--- src/rtl/can_bt_pkg.sv ---
package can_bt_pkg;

  typedef enum logic [1:0] {
    PH_SYNC  = 2'd0,
    PH_TSEG1 = 2'd1,
    PH_TSEG2 = 2'd2
  } bt_phase_e;

  function automatic logic vote3(input logic a, input logic b, input logic c);
    return (a & b) | (a & c) | (b & c);
  endfunction

endpackage

--- src/rtl/can_bt_prescaler.sv ---
module can_bt_prescaler #(
  parameter int BRP_W   = 10,
  parameter int BRP_MIN = 4
) (
  input  logic             clk,
  input  logic             rst,
  input  logic             hold,
  input  logic [BRP_W-1:0] brp_field,
  output logic             tq_end
);
  localparam logic [BRP_W-1:0] LAST_MIN = BRP_W'(BRP_MIN - 1);

  logic [BRP_W-1:0] pc;
  logic [BRP_W-1:0] last;

  always_comb begin
    last   = (brp_field < LAST_MIN) ? LAST_MIN : brp_field;
    tq_end = !hold && (pc == last);
  end

  always_ff @(posedge clk) begin
    if (rst || hold) begin
      pc <= '0;
    end else if (tq_end) begin
      pc <= '0;
    end else begin
      pc <= pc + BRP_W'(1);
    end
  end

  // the quantum is at least BRP_MIN clocks, so ends are never adjacent
  assert_tq_gap_R2: assert property (@(posedge clk) disable iff (rst || hold)
    tq_end |=> !tq_end);

  // the divider never runs past the clamped terminal count
  assert_pc_range_R2: assert property (@(posedge clk) disable iff (rst || hold)
    pc <= last);

endmodule

--- src/rtl/can_bt_sampler.sv ---
module can_bt_sampler
  import can_bt_pkg::*;
(
  input  logic clk,
  input  logic rst,
  input  logic hold,
  input  logic bus_rx,
  input  logic triple,
  input  logic sample_now,
  output logic fall_edge,
  output logic rx_bit
);
  logic sync1, sync2, hist1, hist2;
  logic picked;

  always_ff @(posedge clk) begin
    if (rst) begin
      sync1 <= 1'b1;
      sync2 <= 1'b1;
      hist1 <= 1'b1;
      hist2 <= 1'b1;
    end else begin
      sync1 <= bus_rx;
      sync2 <= sync1;
      hist1 <= sync2;
      hist2 <= hist1;
    end
  end

  always_comb begin
    fall_edge = hist1 & ~sync2;
    picked    = triple ? vote3(sync2, hist1, hist2) : sync2;
  end

  always_ff @(posedge clk) begin
    if (rst || hold) begin
      rx_bit <= 1'b1;
    end else if (sample_now) begin
      rx_bit <= picked;
    end
  end

  // the sampled bit moves only at a sample point
  assert_bit_held_R6: assert property (@(posedge clk) disable iff (rst || hold)
    !sample_now |=> $stable(rx_bit));

  // with all three votes agreeing, the vote equals the newest sample
  assert_vote_agree_R7: assert property (@(posedge clk) disable iff (rst || hold)
    (sample_now && triple && (sync2 == hist1) && (hist1 == hist2)) |=> (rx_bit == $past(sync2)));

endmodule

--- src/rtl/can_bt_segment.sv ---
module can_bt_segment
  import can_bt_pkg::*;
#(
  parameter int SEG_W = 6
) (
  input  logic             clk,
  input  logic             rst,
  input  logic             hold,
  input  logic             tq_end,
  input  logic [SEG_W-1:0] t1_nom,
  input  logic [SEG_W-1:0] t2_nom,
  input  logic [SEG_W-1:0] sjw,
  input  logic             fall_edge,
  input  logic             prev_bit,
  output logic             sample_now,
  output logic             sample_tick,
  output logic             bit_start
);
  bt_phase_e        phase;
  logic [SEG_W-1:0] qcnt, qnext;
  logic [SEG_W-1:0] seg1_len, seg2_len;
  logic [SEG_W-1:0] t1_lim, t2_lim;
  logic [SEG_W-1:0] perr, adj;
  logic             resync_ok, edge_q, t2_done;

  always_comb begin
    qnext = qcnt + SEG_W'(1);
    perr  = '0;
    if (phase == PH_TSEG1) begin
      perr = qnext;
    end else if (phase == PH_TSEG2 && seg2_len > qnext) begin
      perr = seg2_len - qnext;
    end
    adj    = (perr > sjw) ? sjw : perr;
    edge_q = fall_edge && prev_bit && resync_ok;
    t1_lim = seg1_len;
    t2_lim = seg2_len;
    if (edge_q && phase == PH_TSEG1) t1_lim = seg1_len + adj;
    if (edge_q && phase == PH_TSEG2) t2_lim = seg2_len - adj;
    sample_now = tq_end && (phase == PH_TSEG1) && (qnext >= t1_lim);
    t2_done    = tq_end && (phase == PH_TSEG2) && (qnext >= t2_lim);
  end

  always_ff @(posedge clk) begin
    if (rst || hold) begin
      phase       <= PH_TSEG2;
      qcnt        <= '0;
      seg1_len    <= t1_nom;
      seg2_len    <= SEG_W'(1);
      resync_ok   <= 1'b1;
      sample_tick <= 1'b0;
      bit_start   <= 1'b0;
    end else begin
      sample_tick <= 1'b0;
      bit_start   <= 1'b0;
      seg1_len    <= t1_lim;
      seg2_len    <= t2_lim;
      if (edge_q) resync_ok <= 1'b0;
      if (tq_end) begin
        unique case (phase)
          PH_SYNC: begin
            phase <= PH_TSEG1;
            qcnt  <= '0;
          end
          PH_TSEG1: begin
            if (sample_now) begin
              phase       <= PH_TSEG2;
              qcnt        <= '0;
              sample_tick <= 1'b1;
              resync_ok   <= 1'b1;
            end else begin
              qcnt <= qnext;
            end
          end
          default: begin
            if (t2_done) begin
              phase     <= PH_SYNC;
              qcnt      <= '0;
              bit_start <= 1'b1;
              seg1_len  <= t1_nom;
              seg2_len  <= t2_nom;
            end else begin
              qcnt <= qnext;
            end
          end
        endcase
      end
    end
  end

  // the sample point and the bit start are distinct instants
  assert_markers_apart_R4: assert property (@(posedge clk) disable iff (rst || hold)
    !(sample_tick && bit_start));

  // the sample pulse marks entry into the second segment
  assert_sample_entry_R4: assert property (@(posedge clk) disable iff (rst || hold)
    sample_tick |-> (phase == PH_TSEG2 && qcnt == '0));

  // every bit start opens a sync quantum
  assert_start_sync_R3: assert property (@(posedge clk) disable iff (rst || hold)
    bit_start |-> (phase == PH_SYNC));

  // the first segment never grows past its nominal length plus the jump width
  assert_stretch_bound_R8: assert property (@(posedge clk) disable iff (rst || hold)
    (phase == PH_TSEG1) |-> (seg1_len <= t1_nom + sjw));

  // at most one qualified edge between two sample points
  assert_one_resync_R10: assert property (@(posedge clk) disable iff (rst || hold)
    (edge_q && !sample_now) |=> !edge_q);

endmodule

--- src/rtl/can_bit_timer.sv ---
module can_bit_timer
  import can_bt_pkg::*;
#(
  parameter int BRP_W   = 10,
  parameter int BRP_MIN = 4,
  parameter int T1_W    = 4,
  parameter int T2_W    = 3,
  parameter int SJW_W   = 2
) (
  input  logic                               clk,
  input  logic                               rst,
  input  logic                               cfg_mode,
  input  logic                               presc_wr,
  input  logic [BRP_W-1:0]                   presc_data,
  input  logic                               timing_wr,
  input  logic [T1_W+T2_W+SJW_W:0]           timing_data,
  input  logic                               bus_rx,
  output logic                               tq_tick,
  output logic                               sample_tick,
  output logic                               bit_start,
  output logic                               rx_bit
);
  localparam int T1_LSB  = 0;
  localparam int T2_LSB  = T1_W;
  localparam int TRI_BIT = T1_W + T2_W;
  localparam int SJW_LSB = TRI_BIT + 1;
  localparam int TIM_W   = SJW_LSB + SJW_W;
  localparam int SEG_W   = ((T1_W > T2_W) ? T1_W : T2_W) + 2;

  logic [BRP_W-1:0] presc_q;
  logic [TIM_W-1:0] timing_q;
  logic [SEG_W-1:0] t1_nom, t2_nom, sjw_len;
  logic             tq_end, sample_now, fall_edge;

  always_ff @(posedge clk) begin
    if (rst) begin
      presc_q  <= '0;
      timing_q <= '0;
    end else if (cfg_mode) begin
      if (presc_wr)  presc_q  <= presc_data;
      if (timing_wr) timing_q <= timing_data;
    end
  end

  always_comb begin
    t1_nom  = SEG_W'(timing_q[T1_LSB +: T1_W]) + SEG_W'(1);
    t2_nom  = SEG_W'(timing_q[T2_LSB +: T2_W]) + SEG_W'(1);
    sjw_len = SEG_W'(timing_q[SJW_LSB +: SJW_W]) + SEG_W'(1);
  end

  always_ff @(posedge clk) begin
    if (rst || cfg_mode) tq_tick <= 1'b0;
    else                 tq_tick <= tq_end;
  end

  can_bt_prescaler #(.BRP_W(BRP_W), .BRP_MIN(BRP_MIN)) u_presc (
    .clk       (clk),
    .rst       (rst),
    .hold      (cfg_mode),
    .brp_field (presc_q),
    .tq_end    (tq_end)
  );

  can_bt_sampler u_samp (
    .clk        (clk),
    .rst        (rst),
    .hold       (cfg_mode),
    .bus_rx     (bus_rx),
    .triple     (timing_q[TRI_BIT]),
    .sample_now (sample_now),
    .fall_edge  (fall_edge),
    .rx_bit     (rx_bit)
  );

  can_bt_segment #(.SEG_W(SEG_W)) u_seg (
    .clk         (clk),
    .rst         (rst),
    .hold        (cfg_mode),
    .tq_end      (tq_end),
    .t1_nom      (t1_nom),
    .t2_nom      (t2_nom),
    .sjw         (sjw_len),
    .fall_edge   (fall_edge),
    .prev_bit    (rx_bit),
    .sample_now  (sample_now),
    .sample_tick (sample_tick),
    .bit_start   (bit_start)
  );

  // outside configuration mode both words are frozen
  assert_cfg_lock_R5: assert property (@(posedge clk) disable iff (rst)
    !cfg_mode |=> ($stable(presc_q) && $stable(timing_q)));

  // no strobe leaves the block while it is held in configuration mode
  assert_idle_cfg_R1: assert property (@(posedge clk) disable iff (rst)
    $past(cfg_mode) |-> !(tq_tick || sample_tick || bit_start));

endmodule

--- config.mk ---
export PLATFORM = sky130hd
export DESIGN_NAME = can_bit_timer
export DESIGN_NICKNAME = d
export VERILOG_FILES = /design/src/rtl/can_bt_pkg.sv /design/src/rtl/can_bt_prescaler.sv /design/src/rtl/can_bt_sampler.sv /design/src/rtl/can_bt_segment.sv /design/src/rtl/can_bit_timer.sv
export SDC_FILE = /design/constraint.sdc
export NUM_CORES = 1
export LEC_CHECK = 0
export BUFFER_PORTS_ARGS = -buffer_cell sky130_fd_sc_hd__buf_2
export CAP_MARGIN = 0
export CORE_MARGIN = 2
export CORE_UTILIZATION = 60
export DETAILED_ROUTE_END_ITERATION = 12
export GPL_ROUTABILITY_DRIVEN = 0
export PLACE_DENSITY = 0.78
export SYNTH_ARGS = -nofsm -noshare
export SYNTH_HDL_FRONTEND = slang
export SYNTH_SLANG_ARGS = --single-unit
--- constraint.sdc ---
create_clock -name clk -period 12.2 [get_ports clk]
set_input_delay 0.61 -clock clk [delete_from_list [all_inputs] [get_ports clk]]
set_output_delay 0.61 -clock clk [all_outputs]
set_load 0.02 [all_outputs]
==> out/qor.yml <==
status: "finished clean"
synth_seq_cells: 59
drt_wl_total_um: 7980
setup_viol: 0
max_slew.worst_pin.slew_ps: 787
yosysTopAreaCell: "dfxtp_1"
first_global_vias: 2964
critical_path.slowest_cell: "nand4_1"
vias_per_cell: 5.75
detail_route.iter0.violations: 104
antenna_found_initial: 0
grt_overflow_total: 0
synth_sequential_area_ratio_pct: 32.3
hold-worst-slack_ps: 409
fp.coreArea_sq_mm: 0.00592
cts_post_setup_buffers_inserted: 0
final_cell_area_sq_mm: 0.00407
grt_max_degree: 27
crit_path_max_fanout: 13
syn2layout_area_growth_pct: 11.1
post-synth-top-area-fraction_pct: 32.3
tritoncts: "built"
final.min_clock_period_ps: 7860
fin_nets: 533
arrival_ps: 8080
cts_hold_buffers: 0
routed_via_count: 3185
postSynth.asyncResetShare_pct: 0
synth.top_cells.by_area: "dfxtp_1 (32%), ha_1 (10%), nand2_1 (7.0%)"
postSynth.topFlopCell: "dfxtp_1"
critPathMostFrequentCell: "ha_1"
wire_per_inst_um: 14.4
pin_count: 30
rows: 28
io_buffer_count: 29
cts_repair_resize_count: 0
cts_htree_levels: 3
global_route_wire_length_before_repair_um: 13300
number_of_sinks_handled_by_clock_tree_synthesis: 59
maxSlewHeadroom_pct: 47.3
synth.most_common_cell: "nand2_1"
synth.top_cells.by_count: "nand2_1 (68), dfxtp_1 (59), a21oi_1 (41), nor2_1 (32), ha_1 (30)"
yosys_warnings: 0
cts-root-to-sink-buffers: 2
worst_setup_path_start_kind: "flip-flop"
diodes: 0
chipHeight_um: 82.1
route.antenna.remaining_nets: 0
grt_use_total_pct: 25.6
remaining_drc_errors: 0
syn-cell-area_sq_mm: 0.00366
grt_setup_unrepaired: "false"
cp_slowest_stage_delay_ps: 530
final_min_period_over_clock_period_pct: 64.4
max-vdd-ir-drop_mv: 0.118
post_dp_cell_area_sq_mm: 0.00386
cts.root.buffer_cell: "clkbuf_8"
numCtsBuffers: 9
setup-tns-final_ps: 0
design.die.area_sq_mm: 0.00674
place_hpwl_um: 6190
timing.hold.worst.class: "flip-flop to flip-flop"
pwr_per_cell_area_mw_per_mm2: 114
fmax_mhz: 127
clk_pin_slew_ps: 70
firstDrtPassIters: 5
timing_max_transition_violations_final: 0
synthesis.area_per_instance_sq_um: 8.25
finalHoldViolations: 0
post_synth_num_cell_types: 61
start_util_pct: 61.9
worst_skew_pair.late_latency_ps: 330
totalPowerFinal_w: 0.000462
drv_cap: 0
synth-edff-count: 0
netlist_instances: 444
required_ps: 12420
p_leak_nw: 1.73
crit_path_end_kind: "flip-flop"
share_of_post_route_cells_with_drive_strength_above_1_pct: 13.4
timing.setup.critical_path_class: "flip-flop to flip-flop"
fin_worst_skew_ps: 9.18
horizontal_die_dimension_um: 82.1
flip-flops by register name (all words and copies together) (netlist names):
signal / count
u_seg.seg1_len: 6
u_seg.qcnt: 6
u_samp.rx_bit: 1
u_samp.hist2: 1
u_samp.hist1: 1
u_seg.seg2_len: 6
u_seg.resync_ok: 1
u_seg.sample_tick: 1
u_seg.phase: 2
u_samp.sync1: 1
u_samp.sync2: 1
u_presc.pc: 10
presc_q: 10
timing_q: 10
u_seg.bit_start: 1
tq_tick: 1
final cells by class:
class / instances / area, sq um
inverter: 21 / 78.8
sequential: 59 / 1180
tap: 75 / 93.8
fill: 511 / 1850
multi-input combinational: 354 / 2360
clock buffer: 11 / 151
timing repair buffer: 29 / 145
clock inverter: 5 / 60.1
through the flow:
| stage | worst slack [ps] | util [%] | cells |
|---|---|---|---|
| after floorplan | 5880 | - | 446 |
| after global placement | 4970 | 65.2 | 538 |
| after detailed placement | 4540 | 65.2 | 538 |
| after CTS | 4510 | 68.7 | 554 |
| after global routing | 3780 | 68.7 | 554 |
| final | 4340 | 68.7 | 554 |
placed cells by master (no fill, tap or decap), types with 5 or more instances in the layout:
master	n
mux2i_1	7
nor2_1	32
nand2b_1	5
nor2b_1	5
o21ai_0	11
dfxtp_1	59
buf_2	29
o21a_1	6
inv_1	21
nand2_1	68
xnor2_1	13
nor3_1	7
or2_2	7
nand4_1	8
ha_1	30
and2_1	6
a21oi_1	41
mux2_2	5
o211ai_1	6
xor2_1	20
clkbuf_8	11
nand3_1	12
layer usage:
metal | part of all wire (%) | global-route usage, % | vias up
li1 | - | - | 1613
met1 | 48 | 35.3 | 1468
met2 | 45 | 40.2 | 94
met3 | 6.0 | 4.46 | 10
met4 | 1.6 | 9.50 | 0
met5 | 0 | 0 | -
final timing paths:
check	startpoint	to	slack (ps)	depth (start not counted)
max	u_seg.qcnt[0]$_SDFFE_PP0P_	u_seg.seg1_len[0]$_DFF_P_	4340	31
min	u_samp.sync1$_SDFF_PP1_	u_samp.sync2$_SDFF_PP1_	410	1
max reg2reg	u_seg.qcnt[0]$_SDFFE_PP0P_	u_seg.seg1_len[0]$_DFF_P_	4340	31
min reg2reg	u_samp.sync1$_SDFF_PP1_	u_samp.sync2$_SDFF_PP1_	410	1
cell families (layout without fill, tap and decap cells):
| logic type | after synthesis | after routing | share of synthesized area [%] |
|---|---|---|---|
| flops | 59 | 59 | 32.3 |
| mux | 12 | 12 | 3.45 |
| fa+ha+maj | 35 | 35 | 12.4 |
| buf+inv | 33 | 66 | 3.52 |
| xor+xnor | 34 | 34 | 8.34 |
| other cells | 2 | 4 | 0.205 |
| compound gates | 99 | 99 | 17.4 |
| simple gates | 170 | 170 | 22.4 |
power by group:
part	switching [W]	internal, W	leakage (nW)	total, W
combinational	0.0000418	0.0000301	1.15	0.0000719
sequential	0.00000570	0.000199	0.480	0.000204
clock	0.0000797	0.000106	0.106	0.000186
critical path: cells and delay by family (launching register included):
kind | cells | cell delay [ps]
simple gates | 7 | 1880
xor+xnor | 2 | 520
buf+inv | 1 | 80
compound gates | 14 | 2570
fa+ha+maj | 6 | 1840
mux | 1 | 370
flops | 1 | 480
(Power assumes the default switching activity.)
